===== config.mk =====
export PLATFORM = sky130hd
export DESIGN_NAME = uart_tx_cts
export DESIGN_NICKNAME = d
export VERILOG_FILES = /design/src/rtl/uart_tx_cts.sv
export SDC_FILE = /design/constraint.sdc
export NUM_CORES = 1
export LEC_CHECK = 0
export BUFFER_PORTS_ARGS = -buffer_cell sky130_fd_sc_hd__clkbuf_2
export CAP_MARGIN = 20
export CORE_ASPECT_RATIO = 2
export CORE_MARGIN = 2
export CORE_UTILIZATION = 45
export DETAILED_ROUTE_END_ITERATION = 12
export GPL_TIMING_DRIVEN = 0
export PLACE_DENSITY = 0.6
export SYNTH_ARGS = -nofsm -noshare
export SYNTH_HDL_FRONTEND = slang
export SYNTH_SLANG_ARGS = --single-unit

===== constraint.sdc =====
create_clock -name clk -period 4.1 [get_ports clk]
set_input_delay 0.82 -clock clk [delete_from_list [all_inputs] [get_ports clk]]
set_output_delay 0.82 -clock clk [all_outputs]
set_load 0.01 [all_outputs]

===== src/rtl/uart_tx_cts.sv =====
module uart_tx_cts #(
  parameter int DEPTH = 8,
  parameter int OSR   = 16
) (
  input  logic       clk,
  input  logic       rst_n,
  input  logic       tick,
  input  logic       wr_en,
  input  logic [7:0] wr_data,
  input  logic       fifo_clr,
  input  logic       fifo_clr_en,
  input  logic [1:0] cfg_mode,
  input  logic       cfg_stop2,
  input  logic       cfg_par_en,
  input  logic       cfg_par_even,
  input  logic       cfg_brk,
  input  logic       cfg_tx_dis,
  input  logic       cfg_cts_flow,
  input  logic       cts_n,
  input  logic [1:0] irq_lvl,
  output logic       txd,
  output logic       all_sent,
  output logic       tx_irq,
  output logic       fifo_full
);

  localparam int AW = (DEPTH > 1) ? $clog2(DEPTH) : 1;
  localparam int CW = $clog2(DEPTH + 1);
  localparam int TW = (OSR > 1) ? $clog2(OSR) : 1;
  localparam int FW = 12;

  logic [7:0]    mem [DEPTH];
  logic [AW-1:0] rd_ptr, wr_ptr;
  logic [CW-1:0] count;
  logic          busy;
  logic [FW-1:0] sh;
  logic [3:0]    bits_left;
  logic [TW-1:0] tcnt;

  logic          clr, push, start, fifo_empty;
  logic [7:0]    head;
  logic          len7, par_bit;
  logic [FW-2:0] tail;
  logic [FW-1:0] frame;
  logic [3:0]    nbits;

  assign clr        = fifo_clr & fifo_clr_en;
  assign fifo_empty = (count == '0);
  assign fifo_full  = (count == CW'(DEPTH));
  assign push       = wr_en & ~fifo_full & ~clr;
  assign start      = tick & ~busy & ~fifo_empty & ~cfg_tx_dis & ~clr &
                      (~cfg_cts_flow | ~cts_n);
  assign all_sent   = fifo_empty & ~busy;

  always_comb begin
    case (irq_lvl)
      2'b00:   tx_irq = fifo_empty;
      2'b01:   tx_irq = (count <= CW'(DEPTH / 2));
      default: tx_irq = (count < CW'(DEPTH));
    endcase
  end

  always_comb begin
    head    = mem[rd_ptr];
    len7    = (cfg_mode == 2'b01);
    par_bit = (len7 ? ^head[6:0] : ^head) ^ ~cfg_par_even;
    tail    = '1;
    tail[6:0] = head[6:0];
    if (!len7) tail[7] = head[7];
    if (cfg_par_en) begin
      if (len7) tail[7] = par_bit;
      else      tail[8] = par_bit;
    end
    frame = {tail, 1'b0};
    nbits = 4'd10 - {3'b0, len7} + {3'b0, cfg_par_en} + {3'b0, cfg_stop2};
  end

  always_ff @(posedge clk) begin
    if (push) mem[wr_ptr] <= wr_data;
  end

  always_ff @(posedge clk or negedge rst_n) begin
    if (!rst_n) begin
      rd_ptr <= '0;
      wr_ptr <= '0;
      count  <= '0;
    end else if (clr) begin
      rd_ptr <= '0;
      wr_ptr <= '0;
      count  <= '0;
    end else begin
      if (push)  wr_ptr <= (wr_ptr == AW'(DEPTH - 1)) ? '0 : wr_ptr + 1'b1;
      if (start) rd_ptr <= (rd_ptr == AW'(DEPTH - 1)) ? '0 : rd_ptr + 1'b1;
      if (push && !start)      count <= count + 1'b1;
      else if (start && !push) count <= count - 1'b1;
    end
  end

  always_ff @(posedge clk or negedge rst_n) begin
    if (!rst_n) begin
      busy      <= 1'b0;
      sh        <= '1;
      bits_left <= '0;
      tcnt      <= '0;
    end else if (start) begin
      busy      <= 1'b1;
      sh        <= frame;
      bits_left <= nbits;
      tcnt      <= '0;
    end else if (busy && tick) begin
      if (tcnt == TW'(OSR - 1)) begin
        tcnt      <= '0;
        sh        <= {1'b1, sh[FW-1:1]};
        bits_left <= bits_left - 1'b1;
        if (bits_left == 4'd1) busy <= 1'b0;
      end else begin
        tcnt <= tcnt + 1'b1;
      end
    end
  end

  always_ff @(posedge clk or negedge rst_n) begin
    if (!rst_n) txd <= 1'b1;
    else        txd <= cfg_brk ? 1'b0 : (busy ? sh[0] : 1'b1);
  end

  AST_NO_OVERFLOW: assert property (@(posedge clk) disable iff (!rst_n)
    count <= CW'(DEPTH));
  AST_BREAK_LOW: assert property (@(posedge clk) disable iff (!rst_n)
    $past(cfg_brk) |-> !txd);
  AST_DIS_HOLD: assert property (@(posedge clk) disable iff (!rst_n)
    (!busy && cfg_tx_dis) |=> !busy);
  AST_CTS_HOLD: assert property (@(posedge clk) disable iff (!rst_n)
    (!busy && cfg_cts_flow && cts_n) |=> !busy);
  AST_START_HAS_DATA: assert property (@(posedge clk) disable iff (!rst_n)
    $rose(busy) |-> $past(count) != '0);
  AST_CLR_EMPTIES: assert property (@(posedge clk) disable iff (!rst_n)
    (fifo_clr && fifo_clr_en) |=> all_sent || busy);

endmodule


==> summary.txt <==
Fraction of layout cells with a size suffix above 1: 23.9%
N_diodes: 0
First-iteration detailed-routing DRC count: 88
Peak supply drop: 0.264 mV
Gr ovfl total: 0
Met1 usage: 19.6%
Max-Slew Margin vs Limit: 34.9%
Async SR Flop Fraction: 31.9%
Gate power share: 21.3%
Minimum clock period: 2.79 ns
Port Buffers: 28
Cells after synthesis: 297
Vias post-DR: 2477
Compound-Gate Fraction of Synth Area: 4.93%
Final HPWL DP: 5940 microns
Maximum root-to-sink buffer count: 2
Yosys top cell by area: edfxtp_1
Post-CTS setup buffer count: 0
Final setup viols: 0
DIE HEIGHT: 142 microns
Register clock-pin slew on the reported worst setup and hold paths: 0.07 ns
Worst Path Class, Setup: reg -> reg
Max cap viols: 0
Clock Power Share: 30.0%
Initial core utilization: 46.0%
Fill count: 832
Most frequent cells after synthesis: edfxtp_1 (64), nor2_1 (26), nand2_1 (23)
Share of the synthesized area in the top cell type: 45.1%
First-pass GRT wire length: 13300 microns
Routability cong.: 0.770
Power Density: 554 nW/um^2
Top post-synthesis cells by area: edfxtp_1 (45%), dfrtp_1 (11%), mux4_2 (6.9%)
CP max FO: 8
Unrepaired setup endpoints after global routing: no
Antenna violations before repair: 0
Largest net degree at the start of global routing: 31
Fin Clk Skew: 0.00570 ns
Crit-path max cell delay: 0.59 ns
Clk_lat worst skew: 0.34 ns
Mux contribution to synthesized area: 12.8%
Design area: 4840 sq um
Seq cells post-synth: 94
Met3 usage in global routing: 4.05%
Fin crit share: 68.1%
Post_cts resized: 0
WL final: 8190 microns
Crit path max-delay cell type: or4_1
WL/cell: 18.3 microns
Area of the core: 9260 sq um
Cell Count, Final, Fillers Out: 447
CTS H-tree lvls: 3
GRT Total Usage: 17.5%
WP data arrival: 3.01 ns
Distinct cells, synth: 45
Rows: 50
Grt peak-use layer: met2
Count leader, synth: edfxtp_1
Die area: 10300 sq um
Seq pwr share: 48.7%
Critical path, cell by cell: or4_1 > nand4_1 > nand2_1 > ha_1 > a21o_1 > a21oi_1 > nand3_1 > o31ai_1 > xnor2_1 > nor2_1
CTS Hold Buffers Added: 0
Root buf cell: clkbuf_16
Placed cell area: 4550 sq um
Post-synthesis simple-gate area fraction: 8.98%
Worst Path Required: 4.31 ns
TritonRoute pass-1 iters: 4
TritonCTS Buffers: 9
Die width: 72.8 microns
Hold Path Class: reg -> reg
FF+latch area: 2690 sq um
Slew @ Worst Pin: 0.972 ns
CTS tree: yes
Met2 Track Usage GR: 31.7%
Xor-xnor portion of the synthesized cell area: 3.61%
Worst setup SP type: flip-flop
WHS: 0.466 ns
Crit end category: flip-flop
EDFF count, synth: 64
Avg Inst Size Synth: 14.4 sq um
Net Sw Frac: 29.3%
Internal power: 0.00189 W
Status: finished, final reports clean
Post-route setup TNS: 0 ns
Synth Area in Adders: 4.23%
I/O pin cnt: 29
Synthesized area: 4260 sq um
Slew Viols, Final: 0
Post-route ant nets: 0
Net count, final: 376
Vias/cell: 5.54
Clock sinks: 94
Vias in the first global route: 2577
P&R area growth vs syn: 13.4%
Final Hold Fails: 0
Sequential area share after synthesis: 63.0%
Drt drc: 0
Fmax: 358 MHz
P_sw: 0.000786 W
Placed cells: 431
Leakage power: 1.80 nW
Multi-input gate area: 1470 sq um
YS warnings: 0
Syn nets: 335
Primary FF master, synth: edfxtp_1
Largest family of logic cells by synthesized area: multiplexers
[layer usage]
layer	share of wire, %	routed length (microns)
met1	38	3140
met2	57	4660
met3	2.6	217
met4	2.1	176
met5	0	0
[cell usage in the layout (no fill, tap or decap), types with 3 or more instances in the layout]
cell type and instances:
nor3_1 6, ha_1 12, nor2b_1 5, clkbuf_2 28, inv_1 11, mux2_2 3
mux4_1 3, dfrtp_1 19, nand3_1 6, clkbuf_1 9, o21ai_0 11, edfxtp_1 64
nor2_1 26, clkbuf_16 9, a211oi_1 4, a21oi_1 14, mux4_2 13, mux2i_1 11
xor2_1 4, dfstp_2 11, clkinvlp_4 3, nand2_1 23, xnor2_1 9
[through the flow]
step | worst slack [ns] | utilization, % | power (W)
2_1_floorplan | 1.51 | - | 0.00173
3_3_place_gp | 0.818 | 49.0 | 0.00187
3_5_place_dp | 1.08 | 49.1 | 0.00191
4_1_cts | 1.28 | 52.2 | 0.00271
5_1_grt | 1.11 | 52.2 | 0.00283
6_report | 1.31 | 52.2 | 0.00268
[power groups by stage]
| stage | sequential, W | clock [W] | combinational, W |
|---|---|---|---|
| after floorplan | 0.00129 | 0 | 0.000438 |
| after global placement | 0.00132 | 0 | 0.000550 |
| after detailed placement | 0.00133 | 0 | 0.000579 |
| after CTS | 0.00131 | 0.000823 | 0.000581 |
| after global routing | 0.00133 | 0.000857 | 0.000645 |
| final | 0.00130 | 0.000803 | 0.000571 |
[area by class of cell]
type / instances / share of cell area (%)
Inverter: 11 / 0.854
Buffer: 14 / 1.29
Clock inverter: 7 / 1.29
Timing Repair Buffer: 30 / 3.21
Sequential cell: 94 / 55.5
Multi-Input combinational cell: 178 / 30.5
Tap cell: 104 / 2.69
Clock buffer: 9 / 4.66
[path summary, 6_finish.rpt]
kind                       startpoint        to  slack [ns]  depth (start not counted)
setup / recovery             count[0]  count[3]        1.31                         10
hold / removal                  sh[0]       txd        0.47                          2
setup reg to reg             count[0]  count[3]        1.31                         10
hold reg to reg                 sh[0]       txd        0.47                          2
max in group asynchronous       rst_n   tcnt[0]        3.06                          1
min in group asynchronous       rst_n  count[2]        0.54                          1
[critical path, delay by kind of cell (launching register included)]
family,cells,cell delay [ns]
DFF,1,0.44
xor gates and xnor gates,1,0.16
and+or+nand+nor,5,1.27
AOI/OAI and AO/OA,3,0.49
adders and majority gates,1,0.32
[sequential cells by signal, indices dropped and copies added, names as in the netlist]
| name | count |
|---|---|
| bits_left | 4 |
| busy | 1 |
| count | 4 |
| mem | 64 |
| rd_ptr | 3 |
| sh | 10 |
| tcnt | 4 |
| txd | 1 |
| wr_ptr | 3 |
[logic make-up after synthesis]
group / after synthesis
flops: 94
simple gates: 81
compound gates: 36
mux: 32
buf+inv: 25
xor+xnor: 15
fa+ha+maj: 14
Note: power is estimated with default switching activity, not from simulation.
